==> src/rtl/brg_rst_pkg.sv <==
package brg_rst_pkg;
  typedef enum logic [1:0] {
    PW_D0     = 2'b00,
    PW_RSVD   = 2'b01,
    PW_D3COLD = 2'b10,
    PW_D3HOT  = 2'b11
  } pwr_e;
endpackage

==> src/rtl/brg_rst_sync.sv <==
module brg_rst_sync #(
  parameter int STAGES = 2
) (
  input  logic clk,
  input  logic arst,
  output logic rst_s
);
  logic [STAGES-1:0] sh;

  // assert immediately, release after STAGES rising edges
  always_ff @(posedge clk or posedge arst) begin
    if (arst) sh <= '1;
    else      sh <= {sh[STAGES-2:0], 1'b0};
  end

  assign rst_s = sh[STAGES-1];
endmodule

==> src/rtl/brg_pwr_fsm.sv <==
module brg_pwr_fsm
  import brg_rst_pkg::*;
#(
  parameter int SOFT_CLKS = 2
) (
  input  logic clk,
  input  logic rst_s,
  input  pwr_e req,
  output pwr_e st,
  output logic soft_act,
  output logic cold_act
);
  localparam int PW = $clog2(SOFT_CLKS + 1);

  logic [PW-1:0] pcnt;
  logic          cold_q;

  always_ff @(posedge clk or posedge rst_s) begin
    if (rst_s) begin
      st     <= PW_D0;
      pcnt   <= '0;
      cold_q <= 1'b0;
    end else if (pcnt != '0) begin
      pcnt <= pcnt - 1'b1;
    end else begin
      case (st)
        PW_D0: begin
          if (req == PW_D3HOT)       st <= PW_D3HOT;
          else if (req == PW_D3COLD) st <= PW_D3COLD;
        end
        PW_D3HOT: begin
          if (req == PW_D0) begin
            st     <= PW_D0;
            pcnt   <= PW'(SOFT_CLKS);
            cold_q <= 1'b0;
          end else if (req == PW_D3COLD) begin
            st <= PW_D3COLD;
          end
        end
        PW_D3COLD: begin
          if (req == PW_D0) begin
            st     <= PW_D0;
            pcnt   <= PW'(SOFT_CLKS);
            cold_q <= 1'b1;
          end
        end
        default: st <= PW_D0;
      endcase
    end
  end

  assign soft_act = (pcnt != '0) && !cold_q;
  assign cold_act = (pcnt != '0) &&  cold_q;
endmodule

==> src/rtl/brg_rdy_cnt.sv <==
module brg_rdy_cnt #(
  parameter int HOLD_CLKS = 16
) (
  input  logic clk,
  input  logic rst_s,
  input  logic clr,
  output logic done
);
  localparam int CW = $clog2(HOLD_CLKS + 1);

  logic [CW-1:0] cnt;

  always_ff @(posedge clk or posedge rst_s) begin
    if (rst_s)                     cnt <= '0;
    else if (clr)                  cnt <= '0;
    else if (cnt != CW'(HOLD_CLKS)) cnt <= cnt + 1'b1;
  end

  assign done = (cnt == CW'(HOLD_CLKS));
endmodule

==> src/rtl/brg_rst_seq.sv <==
module brg_rst_seq
  import brg_rst_pkg::*;
#(
  parameter int DW        = 16,
  parameter int SRST_POS  = 6,
  parameter int HOLD_CLKS = 16,
  parameter int SOFT_CLKS = 2,
  parameter int NCLK      = 4,
  parameter int SYNC_STG  = 2
) (
  input  logic            clk,
  input  logic            prim_rst,
  input  logic            cfg_wr,
  input  logic [DW-1:0]   cfg_wdata,
  input  logic [1:0]      pwr_req,
  output logic            chip_rst,
  output logic            sec_bus_rst,
  output logic [NCLK-1:0] sclk_en,
  output logic            pri_oe,
  output logic            sec_oe,
  output logic            buf_clr,
  output logic            cfg_rdy
);
  logic rst_s;
  pwr_e st;
  logic soft_act, cold_act, cnt_done;
  logic in_cold, srst_q;
  logic unused_wdata;

  brg_rst_sync #(.STAGES(SYNC_STG)) u_sync (
    .clk  (clk),
    .arst (prim_rst),
    .rst_s(rst_s)
  );

  brg_pwr_fsm #(.SOFT_CLKS(SOFT_CLKS)) u_fsm (
    .clk     (clk),
    .rst_s   (rst_s),
    .req     (pwr_e'(pwr_req)),
    .st      (st),
    .soft_act(soft_act),
    .cold_act(cold_act)
  );

  assign in_cold = (st == PW_D3COLD);

  brg_rdy_cnt #(.HOLD_CLKS(HOLD_CLKS)) u_rdy (
    .clk  (clk),
    .rst_s(rst_s),
    .clr  (soft_act | cold_act | in_cold),
    .done (cnt_done)
  );

  // secondary-reset control bit
  always_ff @(posedge clk or posedge rst_s) begin
    if (rst_s)                              srst_q <= 1'b0;
    else if (soft_act | cold_act | in_cold) srst_q <= 1'b0;
    else if (cfg_wr && cfg_rdy)             srst_q <= cfg_wdata[SRST_POS];
  end

  assign unused_wdata = ^cfg_wdata;

  assign chip_rst    = rst_s | soft_act | cold_act | in_cold;
  assign buf_clr     = chip_rst;
  assign sec_bus_rst = prim_rst | rst_s | srst_q | in_cold | cold_act;
  assign pri_oe      = !prim_rst && !chip_rst;
  assign sec_oe      = pri_oe && !sec_bus_rst;
  assign cfg_rdy     = cnt_done && !chip_rst;
  assign sclk_en     = {NCLK{st == PW_D0}};
endmodule

==> config.mk <==
export PLATFORM = sky130hd
export DESIGN_NAME = brg_rst_seq
export DESIGN_NICKNAME = d
export VERILOG_FILES = /design/src/rtl/brg_rst_pkg.sv /design/src/rtl/brg_rst_sync.sv /design/src/rtl/brg_pwr_fsm.sv /design/src/rtl/brg_rdy_cnt.sv /design/src/rtl/brg_rst_seq.sv
export SDC_FILE = /design/constraint.sdc
export NUM_CORES = 1
export LEC_CHECK = 0
export CORE_ASPECT_RATIO = 1.25
export CORE_MARGIN = 3
export CORE_UTILIZATION = 30
export CTS_BUF_LIST = sky130_fd_sc_hd__clkbuf_2 sky130_fd_sc_hd__clkbuf_4 sky130_fd_sc_hd__clkbuf_8
export DETAILED_ROUTE_END_ITERATION = 6
export SLEW_MARGIN = 20
export SYNTH_ARGS = -nofsm -noshare
export SYNTH_HDL_FRONTEND = slang
export SYNTH_SLANG_ARGS = --single-unit
==> constraint.sdc <==
create_clock -name clk -period 2.5 [get_ports clk]
set_input_delay 0.5 -clock clk [delete_from_list [all_inputs] [get_ports clk]]
set_output_delay 0.5 -clock clk [all_outputs]
set_load 0.01 [all_outputs]
Yosys cells after proc, flatten, opt, wreduce, memory -nomap -nowiden
Index checks and enable logic that the tools add are counted.
- logic and storage cells: 63
- memories kept: 0
- bits in read-only memories: 0
- flip-flop bits (word level): 13
- memory bits (writable): 0
- output and inout port bits: 10
- bits in latches: 0
- input bits: 21
- magnitude comparators: 0
- bitwise logic cells: 10
- divide/modulo/power cells: 0
- $mul: 0
- reductions and logical operators: 22
- eq/ne operators: 8
- $add $sub $neg: 2
- muxes and demuxes: 15
- shifts and indexed selects: 0
- operator list (kind ; count):
    $mux 2 ; 7
    $reduce_bool 2->1 ; 6
    $mux 5 ; 2
    $or 1x1->1 ; 9
    $eq 2x2->1 const B ; 4
    $logic_and 1x1->1 ; 6
    $pmux 2 s3 ; 1
    $add 5x1->5 const B ; 1
    $eq 5x5->1 const B ; 1
    $ne 5x5->1 const B ; 1
    $logic_not 1->1 ; 4
    $logic_not 2->1 ; 2
    $mux 1 ; 4
    $ne 2x1->1 const B ; 2
    $reduce_and 2->1 ; 2
    $reduce_and 4->1 ; 1
    $pmux 1 s2 ; 1
    $reduce_or 2->1 ; 1
    $sub 2x1->2 const B ; 1
    $not 1->1 ; 1

Longest topological paths before layout
Gate-level depths: netlist (run 1).
- depth in word-level cells: 10
- gate-level depth with buffers: 5
- gate-level depth less buffers: 5

Modules after synthesis
A second synthesis (run 1) with hierarchy kept.
- cells, all modules: 88
- area, all modules: 864.6 um^2
- modules (own cells, without submodules) (module ; seq. area each (um^2) ; area an instance (um^2) ; times used ; cells an instance):
    brg_pwr_fsm ; 125.1 ; 374.1 ; 1 ; 37
    brg_rdy_cnt ; 125.1 ; 290.3 ; 1 ; 27
    brg_rst_seq ; 25.0 ; 140.1 ; 1 ; 20
    brg_rst_sync ; 52.6 ; 60.1 ; 1 ; 4

Worst setup path after synthesis (run 1)
No wires, ideal clock.
- path kind: register -> output
- start point: reg u_fsm.st[0]
- end point: out sec_oe
- path buffers: 0
- slack: 648 ps
- cell stages (with the launch flop): 6
- data arrival time: 1352 ps
- data required time: 2000 ps
- cell sequence: dfrtp_1 -> inv_1 -> ha_1 -> and2b_4 -> nand2_1 -> nor3_1
- word-level cells in the longest chain between the ends: 5
- elaborated cells on any way between the ends: 8
- classes of those cells: eq/ne (1); bitwise (3); reduce/logical (4)
- RTL lines (item ; line ; text):
    start: declaration ; brg_pwr_fsm.sv:9 ; output pwr_e st,
    start signal: assignment ; brg_pwr_fsm.sv:20 ; st <= PW_D0;
    start signal: assignment ; brg_pwr_fsm.sv:28 ; if (req == PW_D3HOT) st <= PW_D3HOT;
    start signal: assignment ; brg_pwr_fsm.sv:29 ; else if (req == PW_D3COLD) st <= PW_D3COLD;
    $eq 2x2->1 ; brg_rst_seq.sv:45 ; assign in_cold = (st == PW_D3COLD);
    named net in_cold ; brg_rst_seq.sv:27 ; logic in_cold, srst_q;
    $or 1x1->1 ; brg_rst_seq.sv:63 ; assign chip_rst = rst_s | soft_act | cold_act | in_cold;
    named net buf_clr ; brg_rst_seq.sv:21 ; output logic buf_clr,
    $logic_not 1->1 ; brg_rst_seq.sv:66 ; assign pri_oe = !prim_rst && !chip_rst;
    $logic_and 1x1->1 ; brg_rst_seq.sv:66 ;
    $logic_and 1x1->1 ; brg_rst_seq.sv:67 ; assign sec_oe = pri_oe && !sec_bus_rst;
    end: declaration ; brg_rst_seq.sv:20 ; output logic sec_oe,
The timed path passes the listed nets, and every way through them passes these cells.

Final worst setup path (run 1)
- start point: reg u_fsm.st[0]
- end point: out buf_clr
- word-level cells in the longest chain between the ends: 2
- RTL lines (item ; line):
    $eq 2x2->1 ; brg_rst_seq.sv:45
    named net in_cold ; brg_rst_seq.sv:27
    $or 1x1->1 ; brg_rst_seq.sv:63
    end: declaration ; brg_rst_seq.sv:21
The timed path passes the listed nets, and every way through them passes these cells.

==> flow_metrics.tcl, run 1 <==
set metrics [dict create \
    timing.final.crit_period_ns 2.34 \
    die_area_um2 3250 \
    comb_power_share_pct 53.3 \
    finalCritPeriodShare_pct 93.6 \
    final_area_um2 988 \
    portBuffers 15 \
    cts_tree "yes" \
    pre_cts_ws_ns 0.165 \
    place_congestion 0.719 \
    wl_per_cell_um 11.1 \
    slowest_stage "clkdlybuf4s50_1" \
    grt_pass1_wl_um 2640 \
    switchingPower_mw 0.344 \
    routed_wl_um 1450 \
    outcome "complete, no violations" \
    endpoint_kind "primary output" \
    layout_setup_ws_ns 0.160 \
    synth-seq-cells 13 \
    drt-pass1-iter-count 4 \
    die_w_um 51.6 \
    syn_area_um2 779 \
    clk_latency_ns 0.27 \
    p_per_area_nw_per_um2 952 \
    slew_violations 0 \
    hold_buffers 0 \
    grt_max_degree 13 \
    critPathTopFamily "buffers and inverters" \
    clock_power_share_pct 14.6 \
    arrival_ns 1.84 \
    n_fill_cell 274 \
    setup_violations 0 \
    post_route_cells_drive_above_1_share_pct 12.2 \
    cp-start-kind "flip-flop" \
    path_clk_slew_ns 0.08 \
    final_net_count 127 \
    syn_avg_cell_area_um2 9.74 \
    viasPerCell 4.69 \
    grt_use_total_pct 10.5 \
    crit_chain "inv_1 > ha_1 > and2b_4 > nand2_1 > clkdlybuf4s50_1" \
    skew_ns 0.00200 \
    worstPathMaxFanout 5 \
    timing_worst_setup_path_type "reg -> out" \
    p_int_mw 0.597 \
    tns_ns 0 \
    critPathBufInv 2 \
    rows 20 \
    hold_ws_ns 0.269 \
    yosysSeqAreaShare_pct 42.1 \
    synth_cells 80 \
    seqPwrFrac_pct 32.0 \
    h-tree-depth 1 \
    rsz0062_at_grt "false" \
    first_iter_violations 22 \
    crit_path_max_incr_delay_ns 0.56 \
    vias 614 \
    final_util_pct 40.3 \
    sw_frac_of_total_pct 36.6 \
    fp.dieH_um 63.0 \
    cts-root-buf "clkbuf_4" \
    clockBufferDepth 2 \
    grt_pass1_vias 656 \
    required_ns 2.00 \
    ys_warn_count 0 \
    fp.coreArea_um2 2450 \
    cts-buffers-inserted 3 \
    diodes 0 \
    syn_nets 108 \
    syn_to_final_growth_pct 26.8 \
    antenna_found_initial 0 \
    dpl.hpwl_um 1140 \
    hold_class "reg -> async" \
    io_pins 31 \
    ir_drop_mv 0.600 \
    cts.sinks 13 \
    hold_violations 0 \
    cellLeakagePower_nw 0.460 \
    max_freq_mhz 427 \
    start_util_pct 31.8 \
    synth_cell_types 28 \
    grt.overflow.total 0 \
    drv_cap 0 \
    drc 0 \
    placed_area_um2 963 \
    ant_nets 0 \
]
[per-stage QoR]
stage,power [mW],std cells
3_5_place_dp,0.818,127
4_1_cts,0.958,131
6_report,0.941,131
5_1_grt,1.03,131
2_1_floorplan,0.654,80
3_3_place_gp,0.807,127
[worst paths after layout]
| kind | from | end | slack, ns | cells after the start |
|---|---|---|---|---|
| setup / recovery | u_fsm.st[0] | buf_clr | 0.16 | 5 |
| hold / removal | u_sync.sh[1] | srst_q | 0.27 | 2 |
| setup reg to reg | u_fsm.st[0] | u_fsm.pcnt[0] | 0.93 | 6 |
| hold reg to reg | u_sync.sh[1] | srst_q | 0.27 | 2 |
| max in group asynchronous | prim_rst | u_sync.sh[1] | 1.85 | 2 |
| min in group clk | u_sync.sh[0] | u_sync.sh[1] | 0.36 | 0 |
[cells by family after synthesis]
group | after synthesis | share of synthesized area (%)
AO/OA/AOI/OAI | 11 | 10.4
XOR/XNOR | 3 | 3.37
adder cells (fa/ha/maj) | 7 | 11.2
buffers and inverters | 13 | 8.19
flip-flops | 13 | 42.1
multiplexers | 3 | 4.01
other | 1 | 0.481
AND/OR/NAND/NOR | 29 | 20.2
[flip-flops by register name, summed over array words and instances, names as in the netlist]
name,cells
u_fsm.st,2
srst_q,1
u_fsm.pcnt,2
u_sync.sh,2
u_rdy.cnt,5
u_fsm.cold_q,1
[tightest hold or removal path, delay by kind of cell (launching register included)]
family	cells	cell delay, ns
buffers and inverters	2	0.26
DFF	1	0.37
[Yosys cell counts]
cell | count | area [µm²]
a31oi_1 | 3 | 18.8
nand2b_1 | 3 | 18.8
buf_4 | 4 | 30.0
nand3_1 | 4 | 20.0
nor3_1 | 3 | 15.0
dfrtp_1 | 11 | 275
ha_1 | 7 | 87.6
a41oi_1 | 1 | 8.76
inv_1 | 9 | 33.8
nand3b_1 | 2 | 15.0
dfstp_2 | 2 | 52.6
mux2_1 | 1 | 11.3
nand4bb_1 | 1 | 11.3
o21bai_1 | 1 | 7.51
o21ai_0 | 2 | 10.0
nor2_1 | 8 | 30.0
and2b_4 | 1 | 10.0
and4bb_1 | 1 | 12.5
a32o_2 | 1 | 11.3
nor4_1 | 1 | 6.26
nand2_1 | 5 | 18.8
mux2i_1 | 2 | 20.0
o31ai_2 | 1 | 12.5
a21oi_1 | 1 | 5.00
o21a_1 | 1 | 7.51
xor2_1 | 2 | 17.5
conb_1 | 1 | 3.75
xnor2_1 | 1 | 8.76
[cell usage in the layout, fill, tap and decap left out, types with 2 or more instances in the layout]
cell type | netlist | routed
mux2i_1 | 2 | 2
nand3b_1 | 2 | 2
dfstp_2 | 2 | 2
buf_4 | 4 | 3
inv_1 | 9 | 9
o21ai_0 | 2 | 2
dlygate4sd2_1 | 0 | 4
ha_1 | 7 | 7
xor2_1 | 2 | 2
nand2b_1 | 3 | 3
clkdlybuf4s50_1 | 0 | 11
a31oi_1 | 3 | 3
nand2_1 | 5 | 5
dfrtp_1 | 11 | 11
nand3_1 | 4 | 4
clkbuf_4 | 0 | 4
nor2_1 | 8 | 8
nor3_1 | 3 | 3
[power groups by stage]
stage / combinational [mW] / clock (mW) / sequential, mW
3_3_place_gp: 0.504 / 0 / 0.304
3_5_place_dp: 0.513 / 0 / 0.306
4_1_cts: 0.510 / 0.147 / 0.302
2_1_floorplan: 0.359 / 0 / 0.296
5_1_grt: 0.571 / 0.154 / 0.308
6_report: 0.502 / 0.138 / 0.301
[routing by layer]
layer  wire length, µm  GRT usage, %  vias up
met1               640          12.2      292
li1                  -             -      304
met4                 0          5.25        0
met3                64          2.15        0
met5                 0             0        -
met2               744          17.7       18
[what timing repair did]
item | in CTS | in global routing
setup endpoints to repair | 4 | 0
gates resized for setup | 4 | 0
setup buffers | 0 | 0
[area by class of cell]
cell class,instances,area [µm²],area share [%]
multi-input cells,54,388,39.2
flip-flops and latches,13,328,33.2
repair buffers,18,168,17.0
well taps,33,41.3,4.18
inverters,9,33.8,3.42
clock buffers,4,30.0,3.04
No activity file was read; power rests on OpenSTA's default activity.
==> run 2: changes to the inputs <==
Settings changed: ABC_CLOCK_PERIOD_IN_PS set to 2500, CORE_UTILIZATION 30 to 47, MAX_ROUTING_LAYER set to met4, PLACE_DENSITY set to 0.86.
==> flow_metrics.tcl, run 2 (synthesis gave the netlist of run 1 again) <==
set metrics [dict create \
    drc 0 \
    slew_violations 0 \
    timing.final.crit_period_ns 2.34 \
    critPathBufInv 2 \
    arrival_ns 1.84 \
    cts-root-buf "clkbuf_4" \
    switchingPower_mw 0.360 \
    regToRegEndpoint "u_fsm.pcnt[0]" \
    hold_ws_ns 0.266 \
    hold_violations 0 \
    hold_class "reg -> async" \
    viasPerCell 5.53 \
    required_ns 2.00 \
    die_area_um2 2190 \
    grt.overflow.total 0 \
    reg2reg_depth 6 \
    final_area_um2 981 \
    skew_ns 0.00289 \
    setup_violations 0 \
    ir_drop_mv 0.657 \
    tns_ns 0 \
    cts_tree "yes" \
    final_net_count 128 \
    cts.sinks 13 \
    routed_wl_um 1520 \
    post_route_cells_drive_above_1_share_pct 13.1 \
    antenna_found_initial 0 \
    slowest_stage "clkdlybuf4s50_1" \
    fp.coreArea_um2 1460 \
    max_freq_mhz 427 \
    ant_nets 0 \
    fp.dieH_um 51.5 \
    final_util_pct 67.0 \
    cts-buffers-inserted 3 \
    place_congestion 0.817 \
    critPathTopFamily "buffers and inverters" \
    dpl.hpwl_um 1140 \
    seqPwrFrac_pct 31.5 \
    vias 641 \
    crit_path_end "chip_rst" \
    outcome "complete, no violations" \
    grt_max_degree 13 \
    finalCritPeriodShare_pct 93.7 \
    path_clk_slew_ns 0.08 \
    die_w_um 42.4 \
    rsz0062_at_grt "false" \
    clockBufferDepth 2 \
    first_iter_violations 11 \
    cp-start-kind "flip-flop" \
    h-tree-depth 1 \
    power_mw 0.952 \
    endpoint_kind "primary output" \
    sw_frac_of_total_pct 37.8 \
    drv_cap 0 \
    portBuffers 15 \
    cp.depth 5 \
    timing_worst_setup_path_type "reg -> out" \
    worstPathMaxFanout 5 \
    final_cell_mix "clkdlybuf4s50_1 (11), dfrtp_1 (11), inv_1 (9)" \
    drt-pass1-iter-count 4 \
    largest_register_ffs 5 \
    crit_chain "inv_1 > ha_1 > and2b_4 > nand2_1 > clkdlybuf4s50_1" \
    grt_use_total_pct 16.3 \
    comb_power_share_pct 54.8 \
    rows 15 \
    startpoint "u_fsm.st[0]" \
    r2r-start "u_fsm.st[0]" \
    io_pins 31 \
    wl_per_cell_um 13.1 \
    p_int_mw 0.592 \
    syn_to_final_growth_pct 25.8 \
    top_register "u_rdy.cnt" \
    clk_latency_ns 0.28 \
    grt_pass1_wl_um 2650 \
    r2r_slack_ns 0.90 \
    grt_pass1_vias 631 \
    crit_path_max_incr_delay_ns 0.56 \
    diodes 0 \
    p_per_area_nw_per_um2 971 \
    placed_area_um2 943 \
    cellLeakagePower_nw 0.481 \
    start_util_pct 53.2 \
    clock_power_share_pct 13.7 \
]
[run 2: cell types whose count changed in the layout (fill, tap and decap cells not counted), sizes merged]
cell          delta
buf              +1
clkbuf           -1
clkinv           +1
dlygate4sd2      -2
dlymetal6s2s     +2
[run 2: timing repair]
action                                  CTS  global route
resized for setup                         2             2
buffers inserted                          1             0
endpoints found under the setup margin    3             2
hold buffers                              0             0
[run 2: per-layer routing]
layer	global-route usage (%)	share of wire [%]	vias up
met5	-	0	-
met1	17.2	41	316
met3	3.81	4.5	4
li1	-	-	308
met2	28.7	53	13
met4	7.77	1.6	0
[run 2: worst register-to-register path, delay by kind of cell (launching register included)]
kind / cells / cell delay (ns)
DFF: 1 / 0.39
muxes: 1 / 0.36
AOI/OAI and AO/OA: 1 / 0.29
buffers and inverters: 2 / 0.23
adders and majority gates: 1 / 0.18
and+or+nand+nor: 1 / 0.05
[run 2: worst min path at each step]
stage / start / endpoint / depth (start not counted)
detailed placement: u_sync.sh[1] / u_fsm.cold_q / 2
finish: u_sync.sh[1] / u_rdy.cnt[2] / 2
global route: u_sync.sh[1] / u_rdy.cnt[2] / 2
global placement: u_sync.sh[1] / u_fsm.cold_q / 2
CTS: u_sync.sh[1] / u_fsm.st[1] / 2
floorplan: u_sync.sh[1] / srst_q / 1
[run 2: per-stage QoR]
stage,cells,setup slack [ns]
2_1_floorplan,80,0.648
3_5_place_dp,111,0.264
5_1_grt,116,0.0682
6_report,116,0.157
3_3_place_gp,111,0.272
4_1_cts,116,0.0334
[run 2: cell type report]
type                            count  area (µm²)
Multi-Input combinational cell     54         388
Timing Repair Buffer               19         183
Clock inverter                      1        5.00
Tap cell                           17        21.3
Sequential cell                    13         328
Inverter                            9        33.8
Fill cell                         128         483
Clock buffer                        3        22.5
[run 2: power by group through the flow]
stage          sequential [mW]  combinational (mW)  clock, mW
3_5_place_dp             0.305               0.513          0
3_3_place_gp             0.301               0.497          0
2_1_floorplan            0.296               0.359          0
4_1_cts                  0.299               0.527      0.133
5_1_grt                  0.306               0.582      0.144
6_report                 0.300               0.522      0.131
